### src/rtl/corr_bp_pkg.sv
package corr_bp_pkg;

  // one saturating step of a counter up to 8 bits wide
  function automatic logic [7:0] sat_step(input logic [7:0] cur,
                                          input logic       up,
                                          input logic [7:0] top);
    logic [7:0] res;
    if (up) res = (cur == top)  ? cur : cur + 8'd1;
    else    res = (cur == 8'd0) ? cur : cur - 8'd1;
    return res;
  endfunction

endpackage

### src/rtl/corr_bp_history.sv
module corr_bp_history #(
  parameter int HIST_LEN = 2,
  localparam int HW = (HIST_LEN > 0) ? HIST_LEN : 1
) (
  input  logic          clk,
  input  logic          rst_n,
  input  logic          shift_en,
  input  logic          shift_bit,
  output logic [HW-1:0] hist_o
);

  generate
    if (HIST_LEN == 0) begin : g_none
      logic unused_in;
      assign unused_in = shift_en ^ shift_bit ^ clk ^ rst_n;
      assign hist_o    = '0;
    end else begin : g_shift
      logic [HW-1:0] hist_q;
      logic [HW-1:0] hist_d;

      always_comb begin
        hist_d = hist_q;
        if (shift_en) hist_d = HW'({hist_q, shift_bit});
      end

      always_ff @(posedge clk or negedge rst_n) begin
        if (!rst_n) hist_q <= '0;
        else        hist_q <= hist_d;
      end

      assign hist_o = hist_q;
    end
  endgenerate

endmodule

### src/rtl/corr_bp_index.sv
module corr_bp_index #(
  parameter int ADDR_W   = 32,
  parameter int PC_LSB   = 2,
  parameter int IDX_BITS = 4,
  parameter int HIST_LEN = 2,
  localparam int HW    = (HIST_LEN > 0) ? HIST_LEN : 1,
  localparam int ENT_W = IDX_BITS + HIST_LEN
) (
  input  logic [ADDR_W-1:0] pc,
  input  logic [HW-1:0]     hist,
  output logic [ENT_W-1:0]  ent
);

  logic [IDX_BITS-1:0] row;
  assign row = pc[PC_LSB +: IDX_BITS];

  generate
    if (HIST_LEN == 0) begin : g_flat
      logic unused_h;
      assign unused_h = ^hist;
      assign ent      = row;
    end else begin : g_corr
      assign ent = {row, hist};
    end
  endgenerate

endmodule

### src/rtl/corr_bp_table.sv
module corr_bp_table #(
  parameter int IDX_W = 6,
  parameter int CTR_W = 2,
  localparam int ENTRIES = 1 << IDX_W,
  localparam logic [CTR_W-1:0] CTR_MAX = '1,
  localparam logic [CTR_W-1:0] CTR_RST = CTR_MAX >> 1
) (
  input  logic               clk,
  input  logic               rst_n,
  input  logic [IDX_W-1:0]   rd_idx,
  output logic [CTR_W-1:0]   rd_ctr,
  input  logic               wr_en,
  input  logic [IDX_W-1:0]   wr_idx,
  input  logic               wr_taken,
  output logic [CTR_W-1:0]   wr_cur,
  output logic [CTR_W-1:0]   wr_nxt,
  output logic [ENTRIES-1:0] wr_vec
);
  import corr_bp_pkg::*;

  logic [CTR_W-1:0] ctr_q [ENTRIES];

  assign rd_ctr = ctr_q[rd_idx];
  assign wr_cur = ctr_q[wr_idx];

  always_comb begin
    wr_nxt = CTR_W'(sat_step(8'(wr_cur), wr_taken, 8'(CTR_MAX)));
  end

  generate
    for (genvar e = 0; e < ENTRIES; e++) begin : g_ctr
      logic             en;
      logic [CTR_W-1:0] d;

      assign en        = wr_en && (wr_idx == IDX_W'(e));
      assign wr_vec[e] = en;

      always_comb begin
        d = ctr_q[e];
        if (en) d = wr_nxt;
      end

      always_ff @(posedge clk or negedge rst_n) begin
        if (!rst_n) ctr_q[e] <= CTR_RST;
        else        ctr_q[e] <= d;
      end
    end
  endgenerate

endmodule

### src/rtl/corr_predictor.sv
module corr_predictor #(
  parameter int ADDR_W   = 32,
  parameter int PC_LSB   = 2,
  parameter int IDX_BITS = 4,
  parameter int HIST_LEN = 2,
  parameter int CTR_W    = 2
) (
  input  logic              clk,
  input  logic              rst_n,
  input  logic [ADDR_W-1:0] pred_pc,
  output logic              pred_taken,
  input  logic              upd_valid,
  input  logic [ADDR_W-1:0] upd_pc,
  input  logic              upd_taken
);

  localparam int HW      = (HIST_LEN > 0) ? HIST_LEN : 1;
  localparam int ENT_W   = IDX_BITS + HIST_LEN;
  localparam int ENTRIES = 1 << ENT_W;

  // reset: asserted asynchronously, released on a clock edge
  logic [1:0] rst_pipe;
  logic       rst_sync_n;

  always_ff @(posedge clk or negedge rst_n) begin
    if (!rst_n) rst_pipe <= 2'b00;
    else        rst_pipe <= {rst_pipe[0], 1'b1};
  end
  assign rst_sync_n = rst_pipe[1];

  logic [HW-1:0]      hist;
  logic [ENT_W-1:0]   rd_ent;
  logic [ENT_W-1:0]   wr_ent;
  logic [CTR_W-1:0]   rd_ctr;
  logic [CTR_W-1:0]   wr_cur;
  logic [CTR_W-1:0]   wr_nxt;
  logic [ENTRIES-1:0] wr_vec;

  corr_bp_history #(.HIST_LEN(HIST_LEN)) u_hist (
    .clk       (clk),
    .rst_n     (rst_sync_n),
    .shift_en  (upd_valid),
    .shift_bit (upd_taken),
    .hist_o    (hist)
  );

  corr_bp_index #(
    .ADDR_W(ADDR_W), .PC_LSB(PC_LSB), .IDX_BITS(IDX_BITS), .HIST_LEN(HIST_LEN)
  ) u_rd_idx (
    .pc   (pred_pc),
    .hist (hist),
    .ent  (rd_ent)
  );

  corr_bp_index #(
    .ADDR_W(ADDR_W), .PC_LSB(PC_LSB), .IDX_BITS(IDX_BITS), .HIST_LEN(HIST_LEN)
  ) u_wr_idx (
    .pc   (upd_pc),
    .hist (hist),
    .ent  (wr_ent)
  );

  corr_bp_table #(.IDX_W(ENT_W), .CTR_W(CTR_W)) u_table (
    .clk      (clk),
    .rst_n    (rst_sync_n),
    .rd_idx   (rd_ent),
    .rd_ctr   (rd_ctr),
    .wr_en    (upd_valid),
    .wr_idx   (wr_ent),
    .wr_taken (upd_taken),
    .wr_cur   (wr_cur),
    .wr_nxt   (wr_nxt),
    .wr_vec   (wr_vec)
  );

  assign pred_taken = rd_ctr[CTR_W-1];

endmodule

### config.mk
export PLATFORM = sky130hd
export DESIGN_NAME = corr_predictor
export DESIGN_NICKNAME = d
export VERILOG_FILES = /design/src/rtl/corr_bp_pkg.sv /design/src/rtl/corr_bp_history.sv /design/src/rtl/corr_bp_index.sv /design/src/rtl/corr_bp_table.sv /design/src/rtl/corr_predictor.sv
export SDC_FILE = /design/constraint.sdc
export NUM_CORES = 1
export LEC_CHECK = 0
export ABC_AREA = 1
export BUFFER_PORTS_ARGS = -buffer_cell sky130_fd_sc_hd__buf_2
export CORE_MARGIN = 2
export CORE_UTILIZATION = 37
export CTS_BUF_LIST = sky130_fd_sc_hd__clkbuf_16
export CTS_CLUSTER_SIZE = 24
export DETAILED_ROUTE_END_ITERATION = 12
export RECOVER_POWER = 50
export SLEW_MARGIN = 40
export SYNTH_ARGS = -nofsm -noshare
export SYNTH_HDL_FRONTEND = slang
export SYNTH_SLANG_ARGS = --single-unit
### constraint.sdc
create_clock -name clk -period 5.95 [get_ports clk]
set_input_delay 1.4875 -clock clk [delete_from_list [all_inputs] [get_ports clk]]
set_output_delay 1.4875 -clock clk [all_outputs]
set_load 0.005 [all_outputs]
==> impl_summary.md <==
Status
The flow ran to the end, but the final reports show violations. The checks that failed: max-capacitance violations, max-slew violations.

Flow run
Across the run, the number of max-cap violations was 3.

Final layout
The net count reported at finish is 1,149. The area growth from synthesis to layout is 11.9%. The repair_antennas step left the layout with diodes totalling 0.

The layout has roughly 2,000 filler cells. Of the cells placed in the final design, the portion with a size suffix greater than 1 is 0.106.

Setup path
The setup slack of the most critical reg-to-reg path is 1870 ps. The critical path in this run is classified as flip-flop to output port. The cell depth of the worst flop-to-flop path is 2. The slowest stage of the critical path is the sky130_fd_sc_hd__nor2_2 cell. The startpoint type of the worst setup path is a flip-flop.

The delay of the slowest cell on the worst path is 470 ps. The critical path endpoint category is an output port. The top fanout value on the critical path is 40. The arrival time at the worst endpoint is about 2700 ps. The worst register-to-register path begins at rst_pipe[1]$_DFF_PN0_.

Traced cell by cell, the critical path runs through buf_4 -> nor2_2 -> buf_4 -> nand2_1 -> nand3_1 -> nor2_1 -> o221ai_1 -> o211ai_1 -> nand2_1 -> buf_2. The reg-to-reg critical path endpoint is u_table.ctr_q[33]$_DFFE_PN0P_. The required time of the critical path is 4460 ps.

Clock network
After clock tree synthesis, the clock-pin slew on the worst setup and hold paths is about 60 ps. The clock tree from TritonCTS is built. Buffers inserted during clock tree synthesis total 17. The H-tree was split into 4 levels. In this run, post-CTS hold repair placed 0 buffers.

Once the clock tree was built, the resizer swapped 0 gates to a different size. No sink is reached through more buffers than the 2 on the longest clock path. The number of sinks on the clock net is 132. Clock tree synthesis selected as its root buffer the cell sky130_fd_sc_hd__clkbuf_16.

The clock reaches the later pin of the worst-skew pair after 430 ps. The number of setup buffers added after CTS is 0.

Synth
By area, the combinational part of the netlist is dominated by simple AND/OR/NAND/NOR gates. The post-synthesis cell count is 1,081. Of all cell types, the one taking the most synthesized area is sky130_fd_sc_hd__nand2_1.

In the synthesized netlist, the cells that appear most often are sky130_fd_sc_hd__nand2_1 (583), sky130_fd_sc_hd__inv_1 (101), sky130_fd_sc_hd__nor2_1 (101). The number of nets in the synthesized netlist is 1,149. The area fraction in compound gates after synthesis is 0.0236. The share of the Yosys chip area taken by registers is 0.469. After synthesis the cells add up to between 0.007 and 0.008 mm2. The mux cell area share after synthesis is 0. Yosys printed 0 warnings. The number of flip-flops and latches in the synthesized netlist is roughly 130. The most used flip-flop cell after synthesis is sky130_fd_sc_hd__dfrtp_1. In the post-synthesis netlist, the cell with the most instances is sky130_fd_sc_hd__nand2_1. Synthesis instantiated 26 different standard cells from the library.

The share of synthesized area in the top cell type comes to 0.303. Yosys attributes the largest share of cell area to sky130_fd_sc_hd__nand2_1 (30%), sky130_fd_sc_hd__dfrtp_1 (24%), sky130_fd_sc_hd__dfstp_2 (23%). Dividing the synthesized area by the synthesized cell count gives 6.68 um2. The share of flip-flops with an asynchronous set or reset after synthesis is 1.00. The xor-xnor portion of the synthesized cell area is 0.

The post-synthesis share of cell area spent on full adders, half adders and majority gates is 0. The simple-gate area share of the yosys netlist is 0.421. The number of enable-type register cells in the synthesized netlist is 0.

Min path
The worst hold path begins at rst_pipe[0]$_DFF_PN0_. The path with the worst hold slack has its endpoint at rst_pipe[1]$_DFF_PN0_. The min-delay analysis places its worst path in the category flip-flop to flip-flop. The worst hold path was traced through 0 stages.

STA
The final count of hold timing violations is 0. Setup repair after global routing left no endpoint under its margin. The shortest clock period the worst path allows after layout is about 4200 ps. The smallest setup slack after layout is 1750 ps. Clock skew on the completed layout was measured at 7.98 ps.

The count of endpoints failing setup in the final report is 0. In the final timing run, aggregate negative setup slack is 0 ps. The actual slew at the worst max-slew pin is roughly 2400 ps. The post-route fraction of the period consumed by the critical path is 0.705. Timing would allow up to 238 MHz. The max-slew violation count was between 100 and 150. The relative max-transition margin is -0.576.

Place
The count of input and output buffers is 12. OpenSTA, run right after detailed placement, puts the worst setup slack at 1920 ps. Routability-driven placement finished with a final weighted congestion of 0.886.

The post-detailed-placement half-perimeter wirelength is ~13 mm.

Power and ir drop
In this run the static leakage power is 4.05 nW. Power spread over the standard cell area amounts to 323 mW/mm2. VDD sags by at most 0.182 mV.

Detailed routing
The DRC violation count after routing is 0. The detailed-routing iteration count for the pre-antenna-repair pass is 5. The violation count after the first detailed-route iteration is about 570. Dividing the detail-routed wire length by the instance count gives between 15 and 20 um.

Once detail routing completed, the nets flagged for antenna violations numbered 0. After detailed routing, the number of vias per cell comes to 4.81. For this block, the via count after detailed routing is roughly 6,500.

The aggregate routed wire length is 20.7 mm.

Floorplan
The number of placement rows is 51. The floorplan step set the die height to about 140 um. The floorplan step set the die width to 144 um. The core region is between 0.015 and 0.02 mm2. In this run the count of I/O pins placed on the die edge is 69. The die covers 0.0206 mm2.

The initial utilization of the core area, before any placement, comes to 0.373.

GRT
The global routing usage on met3 is 0.0337. The largest net degree at the start of global routing is 65. Global routing finished with a remaining overflow of 0. The wire length of the first global-routing pass is 33.5 mm. The number of global-route vias before repair is 6,164. The global routing stage identified its most utilized layer as met2. For this run, global-route usage on met1 was measured as 0.294. For this run, the total global-route usage over all layers was measured as 0.215. The number of antenna violations at the first check in global routing came to 0.

The met2 usage is 0.343.
flip-flops by register name (all words and copies together) (netlist names):
name           flops
u_table.ctr_q    128
rst_pipe           2
u_hist.hist_o      2
metal layers:
metal	vias to the layer above	share of wire
met2	191	0.46
met5	-	0
li1	3267	-
met3	36	0.056
met4	0	0.023
met1	3043	0.46
cells by family (layout without fill, tap and decap cells):
group	count (synthesis)	in the layout
other	1	1
buffers and inverters	143	156
AND/OR/NAND/NOR	775	775
flip-flops	132	132
AO/OA/AOI/OAI	30	30
power by group:
part	internal, mW	switching [mW]	leakage, nW	total (mW)
sequential	1.05	0.0551	1.60	1.10
clock	0.731	0.397	0.309	1.13
combinational	0.0963	0.282	2.14	0.379
total	1.87	0.735	4.05	2.61
how the worst max path moves through the flow:
stage	from	end
floorplan	rst_pipe[1]$_DFF_PN0_	u_hist.hist_o[0]$_DFFE_PN0P_
finish	u_hist.hist_o[0]$_DFFE_PN0P_	pred_taken
global route	rst_pipe[1]$_DFF_PN0_	u_table.ctr_q[43]$_DFFE_PN0P_
global placement	pred_pc[2]	pred_taken
CTS	u_hist.hist_o[0]$_DFFE_PN0P_	pred_taken
detailed placement	pred_pc[2]	pred_taken
critical path, delay by kind of cell, from the launching register on:
| kind | cells | cell delay [ps] |
|---|---|---|
| and+or+nand+nor | 5 | 830 |
| buffers and inverters | 3 | 740 |
| DFF | 1 | 380 |
| AOI/OAI and AO/OA | 2 | 300 |
area by class of cell:
class,instances,area (um2),share of cell area
repair buffers,21,115,0.0143
well taps,265,332,0.0410
flip-flops and latches,132,3380,0.419
multi-input cells,806,3240,0.401
clock inverters,15,195,0.0242
clock buffers,17,425,0.0527
inverters,103,387,0.0479
cell usage in the layout, fill, tap and decap left out, drive strengths merged, types with 8 or more instances in the layout:
cell,count
nand2,585
inv,104
nor2,103
nand3,73
dfrtp,68
dfstp,64
clkbuf,21
o21ai,17
buf,17
nand4,8
clkinv,8
per-stage QoR:
| step | utilization | cells | hold slack [ps] | total power, mW | instance area [um2] |
|---|---|---|---|---|---|
| 6_report | 0.418 | 1359 | 354 | 2.61 | 8080 |
| 5_1_grt | 0.418 | 1359 | 359 | 2.72 | 8080 |
| 4_1_cts | 0.418 | 1358 | 357 | 2.62 | 8080 |
| 3_5_place_dp | 0.386 | 1326 | 344 | 1.49 | 7460 |
| 3_3_place_gp | 0.386 | 1326 | 334 | 1.49 | 7450 |
| 2_1_floorplan | - | 1081 | 331 | 1.38 | 7220 |
Power figures use the tool's default switching activity.
